### src/rtl/tcam_pkg.sv
package tcam_pkg;
  typedef enum logic [1:0] {
    ST_INV = 2'd0,
    ST_VAL = 2'd1,
    ST_HIT = 2'd2,
    ST_UPD = 2'd3
  } tcam_st_e;

  typedef enum logic [1:0] {
    OP_NOP    = 2'd0,
    OP_WRITE  = 2'd1,
    OP_COMMIT = 2'd2,
    OP_DELETE = 2'd3
  } tcam_op_e;

  typedef enum logic [1:0] {
    S_IDLE = 2'd0,
    S_LOOK = 2'd1,
    S_HOLD = 2'd2
  } srch_state_e;
endpackage

### src/rtl/tcam_ff1.sv
module tcam_ff1 #(
  parameter int N  = 16,
  parameter int IW = (N > 1) ? $clog2(N) : 1
) (
  input  logic [N-1:0]  req_i,
  output logic [IW-1:0] idx_o,
  output logic          any_o
);
  // lowest set index wins
  always_comb begin
    idx_o = '0;
    any_o = 1'b0;
    for (int k = N - 1; k >= 0; k--) begin
      if (req_i[k]) begin
        idx_o = IW'(k);
        any_o = 1'b1;
      end
    end
  end
endmodule

### src/rtl/tcam_entry.sv
module tcam_entry
  import tcam_pkg::*;
#(
  parameter int KEY_W = 16
) (
  input  logic             clk_i,
  input  logic             rst_ni,
  input  logic             ld_i,
  input  logic [KEY_W-1:0] val_i,
  input  logic [KEY_W-1:0] msk_i,
  input  tcam_st_e         st_d_i,
  input  logic [KEY_W-1:0] key_i,
  output tcam_st_e         st_o,
  output logic             match_o
);
  logic [KEY_W-1:0] val_q, msk_q;
  tcam_st_e         st_q;

  always_ff @(posedge clk_i or negedge rst_ni) begin
    if (!rst_ni) begin
      val_q <= '0;
      msk_q <= '0;
      st_q  <= ST_INV;
    end else begin
      st_q <= st_d_i;
      if (ld_i) begin
        val_q <= val_i;
        msk_q <= msk_i;
      end
    end
  end

  // mask bit 1 = don't care
  assign match_o = (st_q != ST_INV) && (&(~(val_q ^ key_i) | msk_q));
  assign st_o    = st_q;
endmodule

### src/rtl/tcam_search_ctl.sv
module tcam_search_ctl
  import tcam_pkg::*;
#(
  parameter int KEY_W = 16,
  parameter int AW    = 4
) (
  input  logic             clk_i,
  input  logic             rst_ni,
  input  logic             search_valid_i,
  input  logic [KEY_W-1:0] search_key_i,
  input  logic             latch_i,
  input  logic             win_any_i,
  input  tcam_st_e         win_st_i,
  input  logic [AW-1:0]    win_idx_i,
  output logic [KEY_W-1:0] key_o,
  output logic             promote_o,
  output logic             release_o,
  output logic             ready_o,
  output logic             match_o,
  output logic             hit_o,
  output logic             suspended_o,
  output logic             miss_o,
  output logic [AW-1:0]    result_addr_o
);
  srch_state_e      state_q;
  logic [KEY_W-1:0] key_q;
  logic             match_q, susp_q, miss_q;
  logic [AW-1:0]    addr_q;

  always_ff @(posedge clk_i or negedge rst_ni) begin
    if (!rst_ni) begin
      state_q <= S_IDLE;
      key_q   <= '0;
      match_q <= 1'b0;
      susp_q  <= 1'b0;
      miss_q  <= 1'b0;
      addr_q  <= '0;
    end else begin
      miss_q <= 1'b0;
      unique case (state_q)
        S_IDLE: begin
          if (search_valid_i) begin
            key_q   <= search_key_i;
            state_q <= S_LOOK;
          end
        end
        S_LOOK: begin
          if (!win_any_i) begin
            state_q <= S_IDLE;
            match_q <= 1'b0;
            susp_q  <= 1'b0;
            miss_q  <= 1'b1;
          end else if (win_st_i == ST_UPD) begin
            // key held, re-evaluated next cycle
            match_q <= 1'b1;
            susp_q  <= 1'b1;
            addr_q  <= win_idx_i;
          end else begin
            state_q <= S_HOLD;
            match_q <= 1'b1;
            susp_q  <= 1'b0;
            addr_q  <= win_idx_i;
          end
        end
        S_HOLD: begin
          if (latch_i) begin
            state_q <= S_IDLE;
            match_q <= 1'b0;
          end
        end
        default: state_q <= S_IDLE;
      endcase
    end
  end

  assign promote_o     = (state_q == S_LOOK) && win_any_i && (win_st_i == ST_VAL);
  assign release_o     = (state_q == S_HOLD) && latch_i;
  assign key_o         = key_q;
  assign ready_o       = (state_q == S_IDLE);
  assign hit_o         = (state_q == S_HOLD);
  assign match_o       = match_q;
  assign suspended_o   = susp_q;
  assign miss_o        = miss_q;
  assign result_addr_o = addr_q;
endmodule

### src/rtl/tcam_status_array.sv
module tcam_status_array
  import tcam_pkg::*;
#(
  parameter int ENTRIES = 16,
  parameter int KEY_W   = 16,
  localparam int AW     = (ENTRIES > 1) ? $clog2(ENTRIES) : 1
) (
  input  logic             clk_i,
  input  logic             rst_ni,
  input  logic             search_valid_i,
  input  logic [KEY_W-1:0] search_key_i,
  input  logic             latch_i,
  output logic             search_ready_o,
  output logic             match_o,
  output logic             hit_o,
  output logic             suspended_o,
  output logic             miss_o,
  output logic [AW-1:0]    result_addr_o,
  input  logic [1:0]       mnt_op_i,
  input  logic [AW-1:0]    mnt_addr_i,
  input  logic [KEY_W-1:0] mnt_value_i,
  input  logic [KEY_W-1:0] mnt_mask_i,
  output logic             mnt_ack_o,
  output logic             mnt_busy_o,
  output logic [AW-1:0]    free_addr_o,
  output logic             full_o
);
  tcam_st_e         st_q [ENTRIES];
  tcam_st_e         st_d [ENTRIES];
  logic [ENTRIES-1:0] match_vec, inv_d_vec;
  logic [KEY_W-1:0] cmp_key;
  logic [AW-1:0]    win_idx, free_d;
  logic             win_any, free_any;
  tcam_st_e         win_st;
  logic             promote, release_hit;
  tcam_op_e         op;
  logic             op_req, op_ok, conflict;
  logic             ack_q, busy_q, full_q;
  logic [AW-1:0]    free_q;

  assign op       = tcam_op_e'(mnt_op_i);
  assign win_st   = st_q[win_idx];
  assign op_req   = (op != OP_NOP);
  // target locked now, or being locked on this edge
  assign conflict = promote && (win_idx == mnt_addr_i);
  assign op_ok    = op_req && (st_q[mnt_addr_i] != ST_HIT) && !conflict;

  tcam_ff1 #(.N(ENTRIES), .IW(AW)) u_win (
    .req_i (match_vec),
    .idx_o (win_idx),
    .any_o (win_any)
  );

  tcam_search_ctl #(.KEY_W(KEY_W), .AW(AW)) u_ctl (
    .clk_i          (clk_i),
    .rst_ni         (rst_ni),
    .search_valid_i (search_valid_i),
    .search_key_i   (search_key_i),
    .latch_i        (latch_i),
    .win_any_i      (win_any),
    .win_st_i       (win_st),
    .win_idx_i      (win_idx),
    .key_o          (cmp_key),
    .promote_o      (promote),
    .release_o      (release_hit),
    .ready_o        (search_ready_o),
    .match_o        (match_o),
    .hit_o          (hit_o),
    .suspended_o    (suspended_o),
    .miss_o         (miss_o),
    .result_addr_o  (result_addr_o)
  );

  for (genvar i = 0; i < ENTRIES; i++) begin : g_ent
    logic sel, ld;
    assign sel = op_ok && (mnt_addr_i == AW'(i));
    assign ld  = sel && (op == OP_WRITE);

    always_comb begin
      st_d[i] = st_q[i];
      if (sel) begin
        unique case (op)
          OP_WRITE:  st_d[i] = ST_UPD;
          OP_COMMIT: if (st_q[i] == ST_UPD) st_d[i] = ST_VAL;
          OP_DELETE: st_d[i] = ST_INV;
          default:   st_d[i] = st_q[i];
        endcase
      end
      if (promote && (win_idx == AW'(i)))           st_d[i] = ST_HIT;
      if (release_hit && (result_addr_o == AW'(i))) st_d[i] = ST_VAL;
    end

    assign inv_d_vec[i] = (st_d[i] == ST_INV);

    tcam_entry #(.KEY_W(KEY_W)) u_ent (
      .clk_i   (clk_i),
      .rst_ni  (rst_ni),
      .ld_i    (ld),
      .val_i   (mnt_value_i),
      .msk_i   (mnt_mask_i),
      .st_d_i  (st_d[i]),
      .key_i   (cmp_key),
      .st_o    (st_q[i]),
      .match_o (match_vec[i])
    );
  end

  tcam_ff1 #(.N(ENTRIES), .IW(AW)) u_free (
    .req_i (inv_d_vec),
    .idx_o (free_d),
    .any_o (free_any)
  );

  always_ff @(posedge clk_i or negedge rst_ni) begin
    if (!rst_ni) begin
      ack_q  <= 1'b0;
      busy_q <= 1'b0;
      free_q <= '0;
      full_q <= 1'b0;
    end else begin
      ack_q  <= op_ok;
      busy_q <= op_req && !op_ok;
      free_q <= free_d;
      full_q <= !free_any;
    end
  end

  assign mnt_ack_o   = ack_q;
  assign mnt_busy_o  = busy_q;
  assign free_addr_o = free_q;
  assign full_o      = full_q;
endmodule

### config.mk
export PLATFORM = sky130hd
export DESIGN_NAME = tcam_status_array
export DESIGN_NICKNAME = d
export VERILOG_FILES = /design/src/rtl/tcam_pkg.sv /design/src/rtl/tcam_ff1.sv /design/src/rtl/tcam_entry.sv /design/src/rtl/tcam_search_ctl.sv /design/src/rtl/tcam_status_array.sv
export SDC_FILE = /design/constraint.sdc
export NUM_CORES = 1
export LEC_CHECK = 0
export ABC_AREA = 1
export ABC_CLOCK_PERIOD_IN_PS = 6800
export BUFFER_PORTS_ARGS = -buffer_cell sky130_fd_sc_hd__buf_2
export CORE_UTILIZATION = 65
export DETAILED_ROUTE_END_ITERATION = 16
export PLACE_DENSITY = 0.91
export SLEW_MARGIN = 5
export SYNTH_ARGS = -nofsm -noshare
export SYNTH_HDL_FRONTEND = slang
export SYNTH_SLANG_ARGS = --single-unit
### constraint.sdc
create_clock -name clk_i -period 6.8 [get_ports clk_i]
set_input_delay 1.36 -clock clk_i [delete_from_list [all_inputs] [get_ports clk_i]]
set_output_delay 1.36 -clock clk_i [all_outputs]
set_load 0.01 [all_outputs]
-- Word level (Yosys, flattened, before mapping)
Cells that the tools add are included.
- register bits after elaboration: 576
- logic and storage cells: 493
- output and inout port bits: 16
- bits of input ports: 58
- eq/ne operators: 73
- mux-type cells: 162
- order comparisons: 2
- reduce and logical (&&, ||, !) cells: 148
- bitwise operators: 50
- operator list (operator ; number):
    $not A16 Y16 ; 16
    $or A16 B16 Y16 ; 16
    $reduce_and A16 Y1 ; 16
    $xor A16 B16 Y16 ; 16
    $mux W2 ; 72
    $mux W4 ; 32
    $pmux W2 S3 ; 17
    $eq A4 B4 Y1 const B ; 24
    $logic_and A1 B1 Y1 ; 87
    $eq A4 B3 Y1 const B ; 12
    $eq A2 B2 Y1 const B ; 20
    $mux W1 ; 38
    $reduce_bool A2 Y1 ; 18
    $logic_not A2 Y1 ; 17
    $eq A4 B2 Y1 const B ; 6
    $bmux W2 S4 ; 2
    $eq A4 B1 Y1 const B ; 3
    $logic_not A4 Y1 ; 3
    $ge A5 B5 Y1 const B ; 2
    $not A4 Y5 ; 2
    $eq A2 B1 Y1 const B ; 3
    $ne A2 B2 Y1 const B ; 3
    $reduce_and A2 Y1 ; 3
    $eq A4 B4 Y1 ; 1
    4 further kinds ; 6

-- Depth between registers and ports, before layout
- depth after elaboration: 52
- depth in mapped cells: 51
- mapped depth without buffers: 50

-- Cells and area by module
From an unflattened synthesis, not the netlist that was laid out.
- cells, all modules: 4044
- area, all modules: 29709.7 um2
- modules (own cells, without submodules) (module ; cells each ; sequential area each (um2) ; times used ; area each (um2)):
    tcam_entry ; 208 ; 850.8 ; 16 ; 1616.6
    tcam_status_array ; 503 ; 175.2 ; 1 ; 2379.8
    tcam_search_ctl ; 115 ; 625.6 ; 1 ; 1047.3
    tcam_ff1 ; 49 ; 0.0 ; 2 ; 209.0

-- Worst setup path after synthesis
OpenSTA, ideal clock, no wires.
- path kind: input port to flip-flop
- start: in mnt_addr_i[1]
- end: reg free_q[1], in the netlist free_addr_o[1]
- path buffers: 1
- required time: 6.678 ns
- library setup time: 0.122 ns
- path slack: 2.820 ns
- data arrival time: 3.858 ns
- stages on the path: 23
- cell sequence: inv_1 nor2_1 clkinv_1 o22ai_1 o21ai_0 nand2_1 a221oi_1 a21oi_1 nand2_4 inv_6 nand2_1 nor2_2 inv_2 nor2_2 inv_2 buf_6 nand2_1 nand2_1 nand3_1 nand2_1 o21bai_1 a31oi_1 nor2_1
- longest elaborated chain between the ends: 28
- elaborated cells on any way between the ends: 122
- those cells by class: eq/ne (17); mux (67); bitwise (1); reduce/logical (37)
- ends and longest elaborated chain (item ; line ; RTL):
    start: declaration ; tcam_status_array.sv:20 ; input logic [AW-1:0] mnt_addr_i,
    $not A4 Y5 (not written as such) ; tcam_status_array.sv:46 ; assign op_ok = op_req && (st_q[mnt_addr_i] != ST_HIT) && !conflict;
    $bmux W2 S4 ; tcam_status_array.sv:46 ;
    $mux W2 (not written as such) (2 in a row) ; tcam_status_array.sv:46 ;
    $ne A2 B2 Y1 ; tcam_status_array.sv:46 ;
    $logic_and A1 B1 Y1 ; tcam_status_array.sv:46 ;
    $logic_and A1 B1 Y1 * ; tcam_status_array.sv:46 ;
    named net op_ok ; tcam_status_array.sv:37 ; logic op_req, op_ok, conflict;
    $logic_and A1 B1 Y1 ; tcam_status_array.sv:76 ; assign sel = op_ok && (mnt_addr_i == AW'(i));
    $mux W2 ; tcam_status_array.sv:81 ; if (sel) begin
    $mux W2 ; tcam_status_array.sv:89 ; if (promote && (win_idx == AW'(i))) st_d[i] = ST_HIT;
    $mux W2 ; tcam_status_array.sv:90 ; if (release_hit && (result_addr_o == AW'(i))) st_d[i] = ST_VAL;
    $logic_not A2 Y1 ; tcam_status_array.sv:93 ; assign inv_d_vec[i] = (st_d[i] == ST_INV);
    $mux W4 (15 in a row) ; tcam_ff1.sv:14 ; if (req_i[k]) begin
    $mux W4 * ; tcam_ff1.sv:14 ;
    named net free_d[1] ; tcam_status_array.sv:32 ; logic [AW-1:0] win_idx, free_d;
    end signal: assignment ; tcam_status_array.sv:123 ; free_q <= free_d;
    end: declaration ; tcam_status_array.sv:39 ; logic [AW-1:0] free_q;
Mark *: on every way through the listed nets, which the timed path passes. The rest lies on a longest branch. The select of a mux whose other input is x is not followed.
A chain may end at the register's enable or synchronous reset.

-- Worst setup path after layout
- start: reg u_ctl.key_q[15], in the netlist u_ctl.key_o[15]
- end: reg free_q[3], in the netlist free_addr_o[3]
- longest elaborated chain between the ends: 51
- elaborated cells on any way between the ends: 251
- those cells by class: eq/ne (17); mux (99); bitwise (49); reduce/logical (86)
- ends and longest elaborated chain (item ; line ; RTL):
    start: declaration ; tcam_search_ctl.sv:26 ; logic [KEY_W-1:0] key_q;
    start signal: assignment ; tcam_search_ctl.sv:43 ; key_q <= search_key_i;
    $xor A16 B16 Y16 ; tcam_entry.sv:34 ; assign match_o = (st_q != ST_INV) && (&(~(val_q ^ key_i) | msk_q));
    $not A16 Y16 ; tcam_entry.sv:34 ;
    $or A16 B16 Y16 ; tcam_entry.sv:34 ;
    $reduce_and A16 Y1 ; tcam_entry.sv:34 ;
    $logic_and A1 B1 Y1 ; tcam_entry.sv:34 ;
    $mux W4 (16 in a row) ; tcam_ff1.sv:14 ;
    $not A4 Y5 (not written as such) ; tcam_status_array.sv:42 ; assign win_st = st_q[win_idx];
    $bmux W2 S4 ; tcam_status_array.sv:42 ;
    [... 7 more ...] ; - ;
    named net op_ok ; tcam_status_array.sv:37 ;
    $logic_and A1 B1 Y1 ; tcam_status_array.sv:76 ;
    $mux W2 ; tcam_status_array.sv:81 ;
    $mux W2 ; tcam_status_array.sv:89 ;
    $mux W2 ; tcam_status_array.sv:90 ;
    $logic_not A2 Y1 ; tcam_status_array.sv:93 ;
    $mux W4 (15 in a row) ; tcam_ff1.sv:14 ;
    $mux W4 * ; tcam_ff1.sv:14 ;
    named net free_d[3] ; tcam_status_array.sv:32 ;
Marked as above.

==> out/summary.md <==
Summing the sequential cell areas from Yosys gives 53.7% of the chip area. Across every metal layer, demand over resource in global routing totals 41.3%. The routed wirelength normalized by instance count works out to 22.0 µm. The count of input and output buffers came out at 73. Setup repair after global routing left no endpoint under its margin. Using the TritonRoute via totals, the vias-per-cell ratio works out to 6.32. The library cell contributing the largest single delay on the critical path was dfrtp_1. Level count of the clock H-tree: 2.

The area enclosed by the die boundary is 42,100 µm², and the final-report hold violation count is 0. The kind of start point of the critical path is a flip-flop. Setup violations remaining at the end of the flow were counted as 0.

Measured along the y axis, the die boundary spans 205 µm. The clock net in this run drives a total of 576 sinks. The run finished with clean final reports.

The clock transition at the registers of the reported paths was 70 ps; the HPWL after detailed placement was 56.0 mm. After synthesis, the mean cell area works out to 8.20 µm². The clock passes through at most 3 buffers.

The clock network is responsible for 30.3% of the overall power. After floorplanning, the core was divided into 74 placement rows. Routability-driven placement finished with a final weighted congestion of 1.00. The instance count of the mapped netlist was 3,276.

Ranked by total cell area, the synthesized netlist is headed by dfrtp_1 54%, o21ai_0 12%, nand2_1 12%. Delay of the slowest cell on the worst path: 1080 ps. The number of buffers created by CTS is 56, and the largest net degree at the start of global routing is 182. Clock latency on the worst-skew pair, taken at its later pin, is 630 ps.

After clock tree synthesis, the repair step resized 0 gates. The post-detailed-route DRC marker count is 0. After filler insertion, the fill cell instance count of the layout stands at 2,881. The tools report the via count of the first global-routing pass as 23,800. The worst hold path class is reg2reg.

The initial utilization of the core area, before any placement, comes to 65.9%. The internal power of the cells totals 6.94 mW. The worst pin sits at a relative slew slack of 25.2%.

Max-cap check violation count: 0. The first global-routing pass estimated 132 mm of wire. The final critical-path share of the clock period came out at 95.2%. The share of total power in sequential cells is 45.3%, and the count of nets left with antenna violations after detail routing is 0. The actual slew at the worst max-slew pin works out to 1120 ps.

TritonCTS built the clock tree. The number of nets in the synthesized netlist is 3,334. Setup total negative slack on the finished layout was measured at 0 ps. The top-area cell type share of the netlist area was 53.7%.

The clock tree root driver cell was clkbuf_16. The tools report the number of search-and-repair iterations in the first detailed-routing pass as 6. Width of the chip: 205 µm. The logs give 3,691 for the iteration-0 DRC count of the detailed router and 24,200 for the via total after detailed routing.

After clock tree synthesis, the setup repair step added 0 buffers. The cell area after technology mapping was 26,800 µm²; the maximum clock skew at final layout was 40.2 ps. The run gives 48 as the number of library cell types mapped by synthesis. The post-route netlist has 8.47% of its cells at a drive strength greater than 1. Placeable core region: 40,700 µm².

dfrtp_1 takes more of the synthesized area than any other cell. Hold repair after CTS inserted 0 buffers. Area added between synthesis and finish: 8.72%.

For the net count reported at finish, the log shows 3,306. The kind of end point of the critical path was a flip-flop. In this run, the combinational gates consume 24.4% of the power.

For the peak clock frequency supported by timing, the log shows 0.154 GHz. The number of synthesized register bits is 576, and the minimum clock period after layout is 6470 ps. The tools report the post-placement worst setup slack as 771 ps.

Of all nets on the critical path, the largest fanout is 34. In this run the static leakage power is 13.9 nW. For the worst setup path, the data arrival time is 7040 ps. For this run the aggregate overflow at the end of global routing stands at 0.

For this design the ratio of total power to cell area is 364 nW/µm². The most numerous cell type found on the critical path is nand2_1. The initial antenna violation count was 4. Endpoint required time on the critical path: 7370 ps. The number of max-slew violations in the final report was 0; the post-layout worst setup margin was 325 ps.

IR analysis of the VDD net gives a maximum drop of 0.273 mV. In this run the power spent charging and discharging nets is 3.69 mW. The I/O pin count is 74. During synthesis, Yosys emitted a total of 0 warnings.

The critical path is of the reg2reg type. The fraction of power spent switching nets is 34.7%. Wires add up to 84.4 mm.
==> metal layers <==
layer  vias up  track usage, %  part of all wire, %
met4         2            19.0                  4.6
met1     11700            57.6                   39
li1      10600               -                    -
met5         -               0                0.013
met3       296            10.3                   12
met2      1570            61.1                   44
==> logic make-up after synthesis <==
| family | count (synthesis) | share of synthesized area, % |
|---|---|---|
| and+or+nand+nor | 1136 | 17.4 |
| AOI/OAI and AO/OA | 975 | 19.0 |
| DFF | 576 | 53.7 |
| buffers and inverters | 537 | 8.19 |
| xor gates and xnor gates | 52 | 1.70 |
==> worst paths after layout <==
path / startpoint / end / slack, ps / depth (start not counted)
worst max-delay path: u_ctl.key_o[15] / free_addr_o[3] / 330 / 28
worst min-delay path: g_ent[15].u_ent.msk_q[13] / g_ent[15].u_ent.msk_q[13] / 480 / 2
worst max register to register: u_ctl.key_o[15] / free_addr_o[3] / 330 / 28
worst min register to register: g_ent[15].u_ent.msk_q[13] / g_ent[15].u_ent.msk_q[13] / 480 / 2
max in group asynchronous: rst_ni / g_ent[14].u_ent.msk_q[9] / 4470 / 2
min in group asynchronous: rst_ni / g_ent[3].u_ent.val_q[11] / 790 / 1
==> power by group through the flow <==
stage                     Combinational (mW)  Sequential, mW  Clock (mW)
after global routing                    2.90            4.87        3.36
after global placement                  2.36            4.78           0
after CTS                               2.53            4.78        3.22
after detailed placement                2.47            4.82           0
after floorplan                         1.84            4.57           0
final                                   2.59            4.81        3.23
==> area by class of cell <==
| cell class | count | area [µm²] | area share, % |
|---|---|---|---|
| Tap cell | 532 | 666 | 2.28 |
| Multi-Input combinational cell | 2163 | 10300 | 35.2 |
| Timing Repair Buffer | 102 | 618 | 2.12 |
| Clock buffer | 88 | 1730 | 5.94 |
| Sequential cell | 576 | 14400 | 49.4 |
| Antenna cell | 3 | 7.51 | 0.0257 |
| Clock inverter | 15 | 171 | 0.587 |
| Inverter | 349 | 1320 | 4.51 |
==> state kept, by name, indices dropped and copies added, names as in the netlist <==
| signal | cells |
|---|---|
| g_ent.u_ent.st_o | 32 |
| u_ctl.suspended_o | 1 |
| u_ctl.key_o | 16 |
| mnt_busy_o | 1 |
| u_ctl.result_addr_o | 4 |
| u_ctl.match_o | 1 |
| full_o | 1 |
| free_addr_o | 4 |
| g_ent.u_ent.msk_q | 256 |
| u_ctl.state_q | 2 |
| g_ent.u_ent.val_q | 256 |
| mnt_ack_o | 1 |
| u_ctl.miss_o | 1 |
==> critical path: cells and delay by family, from the launching register on <==
family                 cells  cell delay, ps
AO/OA/AOI/OAI              6            1220
buffers and inverters      4             890
flip-flops                 1            1080
AND/OR/NAND/NOR           18            3200
==> cell usage after synthesis, drive strengths merged <==
cell,number
nand2,855
o21ai,704
dfrtp,576
inv,346
a21oi,188
nor2,144
clkbuf,125
nand3,66
buf,63
xnor2,50
nand4,32
o22ai,29
nand3b,17
nor3,17
o2111ai,12
o211ai,11
o21a,9
o221ai,6
a22oi,4
a31oi,3
clkinv,3
o31ai,3
a2111oi,2
and2,2
xor2,2
a2111o,1
a21boi,1
a221oi,1
and3,1
nor4,1
o21bai,1
or2,1
==> metrics by stage <==
stage | instances | instance area [µm²] | hold slack, ps | util [%] | total power [mW]
2_1_floorplan | 3276 | 26800 | 444 | - | 6.42
3_3_place_gp | 3722 | 27300 | 458 | 67.0 | 7.14
3_5_place_dp | 3722 | 27300 | 465 | 67.0 | 7.29
4_1_cts | 3825 | 29200 | 481 | 71.6 | 10.5
5_1_grt | 3827 | 29200 | 505 | 71.6 | 11.1
6_report | 3828 | 29200 | 482 | 71.6 | 10.6
==> placed cells by master (no fill, tap or decap), types with 3 or more instances in the layout <==
cell       instances
a21oi_1          184
nor2_4             6
nor2_2            17
o31ai_1            3
nand2_4            4
o21a_1             9
a31oi_1            3
diode_2            3
xnor2_1           50
nand3_1           61
nand2_2           12
nand3_2            4
o221ai_1           6
nand2_1          839
clkinv_2           8
nor2_1           121
nand4_1           32
o21ai_1           33
buf_4             27
o22ai_1           29
o211ai_1          10
clkbuf_16         58
nand3b_1          17
o2111ai_1         12
inv_1            309
dfrtp_1          576
o21ai_0          670
nor3_1            17
a21oi_2            4
clkbuf_1          13
buf_2             72
bufinv_16          3
inv_2             35
clkbuf_8          17
clkinv_1           3
a22oi_1            4
Note: power is estimated with default switching activity, not from simulation.
